## config.mk

```make
export PLATFORM = sky130hd
export DESIGN_NAME = addr_set_diff
export DESIGN_NICKNAME = d
export VERILOG_FILES = /design/src/rtl/asd_pkg.sv /design/src/rtl/asd_dpath.sv /design/src/rtl/asd_ctrl.sv /design/src/rtl/addr_set_diff.sv
export SDC_FILE = /design/constraint.sdc
export NUM_CORES = 1
export LEC_CHECK = 0
export CAP_MARGIN = 20
export CORE_UTILIZATION = 40
export DETAILED_ROUTE_END_ITERATION = 10
export GPL_ROUTABILITY_DRIVEN = 0
export PLACE_DENSITY = 0.65
export SETUP_SLACK_MARGIN = 0.02
export SYNTH_ARGS = -nofsm -noshare
export SYNTH_HDL_FRONTEND = slang
export SYNTH_SLANG_ARGS = --single-unit
```

## constraint.sdc

```tcl
create_clock -name clk -period 9.77 [get_ports clk]
set_clock_uncertainty 0.1 [all_clocks]
set_input_delay 1.954 -clock clk [delete_from_list [all_inputs] [get_ports clk]]
set_output_delay 1.954 -clock clk [all_outputs]
set_load 0.02 [all_outputs]
```

## src/rtl/asd_pkg.sv

```systemverilog
package asd_pkg;
  typedef enum logic [1:0] {ST_IDLE, ST_REC, ST_EMIT} asdState_t;

  typedef struct packed {
    logic clearCur;
    logic recEn;
    logic swapBanks;
  } dpCtl_t;
endpackage

```

## src/rtl/asd_dpath.sv

```systemverilog
module asd_dpath
  import asd_pkg::*;
#(
  parameter int ADDR_W = 32,
  parameter int CAP    = 8,
  parameter int CNT_W  = $clog2(CAP + 1)
) (
  input  logic                clk,
  input  logic                rstN,
  input  dpCtl_t              ctl,
  input  logic [ADDR_W-1:0]   accAddr,
  input  logic [CNT_W-1:0]    rdIdx,
  output logic                hit,
  output logic                full,
  output logic [CNT_W-1:0]    curCnt,
  output logic [CNT_W-1:0]    refCnt,
  output logic signed [ADDR_W:0] diffData
);
  localparam int IDX_W = (CAP > 1) ? $clog2(CAP) : 1;

  logic [ADDR_W-1:0] bankMem [2][CAP];
  logic [CNT_W-1:0]  bankCnt [2];
  logic              curBank;
  logic [CAP-1:0]    hitVec;
  logic              doStore;

  assign curCnt = bankCnt[curBank];
  assign refCnt = bankCnt[!curBank];
  assign full   = (curCnt == CNT_W'(CAP));

  // parallel membership test against every occupied slot
  for (genvar j = 0; j < CAP; j++) begin : g_cmp
    assign hitVec[j] = (CNT_W'(j) < curCnt) && (bankMem[curBank][j] == accAddr);
  end
  assign hit     = |hitVec;
  assign doStore = ctl.recEn && !hit && !full;

  always_ff @(posedge clk) begin
    if (!rstN) begin
      bankCnt[0] <= '0;
      bankCnt[1] <= '0;
      curBank    <= 1'b0;
    end else begin
      if (ctl.clearCur)   bankCnt[curBank] <= '0;
      else if (doStore)   bankCnt[curBank] <= curCnt + 1'b1;
      if (ctl.swapBanks)  curBank <= !curBank;
    end
  end

  always_ff @(posedge clk) begin
    if (doStore) bankMem[curBank][curCnt[IDX_W-1:0]] <= accAddr;
  end

  assign diffData = $signed({1'b0, bankMem[curBank][rdIdx[IDX_W-1:0]]})
                  - $signed({1'b0, bankMem[!curBank][rdIdx[IDX_W-1:0]]});

  assert_cap_R7: assert property (@(posedge clk) disable iff (!rstN)
    curCnt <= CNT_W'(CAP));

  assert_dedup_R2: assert property (@(posedge clk) disable iff (!rstN)
    (ctl.recEn && hit) |=> $stable(curCnt));

  assert_grow_R3: assert property (@(posedge clk) disable iff (!rstN)
    (ctl.recEn && !hit && !full) |=> (curCnt == $past(curCnt) + 1'b1));
endmodule

```

## src/rtl/asd_ctrl.sv

```systemverilog
module asd_ctrl
  import asd_pkg::*;
#(
  parameter int CAP   = 8,
  parameter int CNT_W = $clog2(CAP + 1)
) (
  input  logic             clk,
  input  logic             rstN,
  input  logic             taskStart,
  input  logic             taskStop,
  input  logic             accValid,
  input  logic             hit,
  input  logic             full,
  input  logic [CNT_W-1:0] curCnt,
  input  logic [CNT_W-1:0] refCnt,
  output dpCtl_t           ctl,
  output logic [CNT_W-1:0] rdIdx,
  output logic             diffValid,
  output logic             diffLast,
  output logic             lenMismatch,
  output logic             setOverflow
);
  asdState_t        state;
  logic             haveRef;
  logic [CNT_W-1:0] emitLen;

  assign emitLen   = (curCnt < refCnt) ? curCnt : refCnt;
  assign diffValid = (state == ST_EMIT);
  assign diffLast  = diffValid && (rdIdx == emitLen - 1'b1);

  always_comb begin
    ctl = '0;
    unique case (state)
      ST_IDLE: ctl.clearCur  = taskStart;
      ST_REC:  begin
        ctl.recEn     = accValid && !taskStop;
        ctl.swapBanks = taskStop && !(haveRef && emitLen != '0);
      end
      ST_EMIT: ctl.swapBanks = diffLast;
      default: ctl = '0;
    endcase
  end

  always_ff @(posedge clk) begin
    if (!rstN) begin
      state       <= ST_IDLE;
      haveRef     <= 1'b0;
      rdIdx       <= '0;
      lenMismatch <= 1'b0;
      setOverflow <= 1'b0;
    end else begin
      unique case (state)
        ST_IDLE: if (taskStart) begin
          state       <= ST_REC;
          lenMismatch <= 1'b0;
          setOverflow <= 1'b0;
        end
        ST_REC: begin
          if (taskStop) begin
            lenMismatch <= haveRef && (curCnt != refCnt);
            haveRef     <= 1'b1;
            rdIdx       <= '0;
            state       <= (haveRef && emitLen != '0) ? ST_EMIT : ST_IDLE;
          end else if (accValid && !hit && full) begin
            setOverflow <= 1'b1;
          end
        end
        ST_EMIT: begin
          rdIdx <= rdIdx + 1'b1;
          if (diffLast) state <= ST_IDLE;
        end
        default: state <= ST_IDLE;
      endcase
    end
  end

  assert_ovf_src_R7: assert property (@(posedge clk) disable iff (!rstN)
    $rose(setOverflow) |-> $past(state == ST_REC));

  assert_last_R6: assert property (@(posedge clk) disable iff (!rstN)
    diffLast |-> diffValid);

  assert_first_R5: assert property (@(posedge clk) disable iff (!rstN)
    diffValid |-> haveRef);

  assert_mis_hold_R8: assert property (@(posedge clk) disable iff (!rstN)
    (diffValid && $past(diffValid)) |-> $stable(lenMismatch));

  assert_span_R8: assert property (@(posedge clk) disable iff (!rstN)
    diffValid |-> (rdIdx < emitLen));
endmodule

```

## src/rtl/addr_set_diff.sv

```systemverilog
module addr_set_diff
  import asd_pkg::*;
#(
  parameter int ADDR_W = 32,
  parameter int CAP    = 8
) (
  input  logic                  clk,
  input  logic                  rstN,
  input  logic                  taskStart,
  input  logic                  taskStop,
  input  logic                  accValid,
  input  logic                  accWrite,
  input  logic [ADDR_W-1:0]     accAddr,
  output logic                  diffValid,
  output logic                  diffLast,
  output logic signed [ADDR_W:0] diffData,
  output logic                  lenMismatch,
  output logic                  setOverflow
);
  localparam int CNT_W = $clog2(CAP + 1);

  dpCtl_t           ctl;
  logic             hit, full;
  logic [CNT_W-1:0] curCnt, refCnt, rdIdx;
  logic             unusedAccWrite;

  // reads and writes are treated alike for set membership
  assign unusedAccWrite = accWrite;

  asd_ctrl #(.CAP(CAP), .CNT_W(CNT_W)) ctrl_i (
    .clk(clk), .rstN(rstN), .taskStart(taskStart), .taskStop(taskStop),
    .accValid(accValid), .hit(hit), .full(full), .curCnt(curCnt),
    .refCnt(refCnt), .ctl(ctl), .rdIdx(rdIdx), .diffValid(diffValid),
    .diffLast(diffLast), .lenMismatch(lenMismatch), .setOverflow(setOverflow)
  );

  asd_dpath #(.ADDR_W(ADDR_W), .CAP(CAP), .CNT_W(CNT_W)) dpath_i (
    .clk(clk), .rstN(rstN), .ctl(ctl), .accAddr(accAddr), .rdIdx(rdIdx),
    .hit(hit), .full(full), .curCnt(curCnt), .refCnt(refCnt),
    .diffData(diffData)
  );
endmodule

```

==> results.cfg <==
[critical_path]
startpoint_type = register
cp.buffers_inverters = 4
crit_arrival_ns = 7.36
critPathMaxStageDelay_ns = 0.93
path_cells = buf_4 > buf_4 > mux4_2 > mux4_2 > inv_1 > ha_1 > o21ai_0 > nor2_1 > nor3_1 > o221ai_1 > a221oi_2 > o31a_1 > o22a_1 > a21oi_1 > a311oi_1 > clkdlybuf4s50_1
crit_path_end_kind = output port
slowest_stage = dfxtp_4
worstSetupPathType = register to output port
required_ns = 7.72
cp_max_fo = 49
critPathTopFamily = compound AO/OA/AOI/OAI gates

[yosys]
syn_area_per_cell_sq_um = 15.3
synth_commonest_cells = 520 x edfxtp_1, 342 x mux2i_1, 244 x xnor2_1, 204 x mux4_2, 55 x buf_1
synth_edf_count = 520
synth_ff_type = edfxtp_1
syn_inst = 1977
synth.top_cell.area_share = 0.516
yosysWarnings = 0
ys_seq_area_frac = 0.524
synth.most_common_cell = edfxtp_1
synthesis.nets = 2060
netlist_area_sq_mm = 0.0302
synth_seq_cells = 531
synth_cell_types = 68
async_flop_share = 0
yosys.area.top_type = edfxtp_1
synth_area_leaders = edfxtp_1 52%, mux4_2 15%, mux2i_1 11%, xnor2_1 7.1%, ha_1 1.8%

[hold_path]
hp-class = register to register

[detailed_routing]
finalWirelength_um = 93500
dr.pass1.iters = 6
vias = 18687
vias_per_cell = 6.16
postRouteAntennaNets = 0
wl_per_cell_um = 30.8
post-route-drc-count = 0
dr.first_iter.drc_count = 2109

[power]
peakVddDrop_uv = 108
leakage_uw = 0.00988
power_density_mw_per_mm2 = 151

[floorplan]
ios = 75
rows = 100
initial_core_util = 0.406
dieArea_sq_mm = 0.0767
die_y_um = 277
core_sq_mm = 0.0746
fp.dieW_um = 277

[sta]
hold_viol = 0
fmax_mhz = 106
setup_viol_count_final = 0
finalCriticalPeriod_ns = 9.42
slew_headroom = 0.204
finalCritPeriodShare = 0.964
drv_slew = 0
finalWorstSetupSlack_ns = 0.352
tightestPinTransition_ns = 1.19
setup_tns_ns = 0
rsz0062_at_grt = no

[clock_network]
clk_pin_slew_ns = 0.06
cts_num_sinks = 531
worstSkewPairLatency_ns = 0.62
cts-root-buf = clkbuf_16
ctsResizeCount = 0
cts_made_buffers = 57
cts_tree = done
clock_path_buffers = 3
cts.htree.levels = 2

[grt]
grt_use_total = 0.242
grt_pass1_wl_um = 134000
grt_pass1_vias = 18769
grt_max_degree = 95
overflow = 0
antenna_found_initial = 4

[final_layout]
drive_above_1_share = 0.174
fillCellCount = 6531
synthToLayoutAreaGrowth_pct = 11.1
fin_util = 0.451
final_nets = 2106
design_area_sq_mm = 0.0336

[placed_design]
detailed_place_hpwl_um = 64100
place_ws_ns = 0.982
io_buffer_count = 73
place_area_sq_mm = 0.0319

[outcome]
status = completed

[run]
drv_cap = 0
==> worst reg2reg max path: cells and delay by family (launching register included) <==
kind / cells / cell delay [ns]
xor gates and xnor gates: 1 / 0.60
DFF: 1 / 0.78
muxes: 1 / 0.26
buffers and inverters: 4 / 2.07
and+or+nand+nor: 6 / 2.80
AOI/OAI and AO/OA: 1 / 0.38
==> routing by layer <==
layer  global-route usage  up-vias  share of wire
met5                    0        -        0.00037
met4               0.0815        6          0.033
met3               0.0517      147          0.086
met2                0.396      827           0.48
met1                0.319     9800           0.40
li1                     -     7907              -
==> what timing repair did <==
action | 4_1_cts | 5_1_grt
setup endpoints to repair | 0 | 1
hold buffers | 0 | 0
hold endpoints to repair | 0 | 0
setup buffers | 0 | 1
==> power breakdown <==
| part | internal, uW | switching [uW] |
|---|---|---|
| logic | 196 | 325 |
| clock network | 1120 | 898 |
| registers | 2510 | 13.5 |
| total | 3820 | 1240 |
==> layout make-up <==
type                       instances  area (sq um)  area share
antenna                            1          2.50   0.0000745
inverter                          52           195     0.00581
clock buffer                      68          1470      0.0437
multi-input combinational       1263         13500       0.403
tap                              969          1210      0.0361
sequential                       531         15900       0.472
clock inverter                    34           223     0.00663
timing repair buffer             118          1110      0.0331
==> stage by stage <==
step / std cells / power (uW) / hold slack, ns
after detailed placement: 2932 / 3080 / 0.376
after floorplan: 1977 / 2870 / 0.356
final: 3036 / 5060 / 0.385
after global routing: 3035 / 5190 / 0.440
after global placement: 2932 / 3080 / 0.374
after CTS: 3034 / 5080 / 0.384
==> layout by cell type, fill, tap and decap left out, types with 11 or more instances in the layout <==
master and n:
a21o_1 20, mux4_2 204, mux2i_1 342, nor3_1 17, o21ai_0 24, and3_2 16, inv_1 51, edfxtp_1 520
ha_1 44, clkdlybuf4s50_1 73, clkinv_1 14, nand2_1 26, buf_4 42, clkinv_2 12, a21oi_1 36, nor4_1 54
xor2_1 47, clkbuf_16 57, nand3_1 26, nor2_1 27, clkbuf_1 11, nand4_1 16, xnor2_1 244
==> state kept, by name, summed over array words and instances, names as in the netlist, named ones only <==
| name | count |
|---|---|
| dpath_i.bankMem | 512 |
| dpath_i.bankCnt | 8 |
| ctrl_i.rdIdx | 4 |
| ctrl_i.state | 2 |
| ctrl_i.haveRef | 1 |
| ctrl_i.lenMismatch | 1 |
| ctrl_i.setOverflow | 1 |
| dpath_i.curBank | 1 |
==> final timing paths <==
check | slack [ns] | cells after the start | startpoint | endpoint
worst max-delay path | 0.35 | 16 | ctrl_i.rdIdx[0] | diffData[32]
worst min-delay path | 0.38 | 2 | ctrl_i.lenMismatch | ctrl_i.lenMismatch
worst max register to register | 2.47 | 13 | register | dpath_i.bankMem[1][131]
worst min register to register | 0.38 | 2 | ctrl_i.lenMismatch | ctrl_i.lenMismatch
==> logic make-up after synthesis <==
logic type / synth area share
fa+ha+maj: 0.0189
flops: 0.524
xor+xnor: 0.0843
buf+inv: 0.0294
compound gates: 0.0329
simple gates: 0.0421
mux: 0.269
Note: power is estimated with default switching activity, not from simulation.
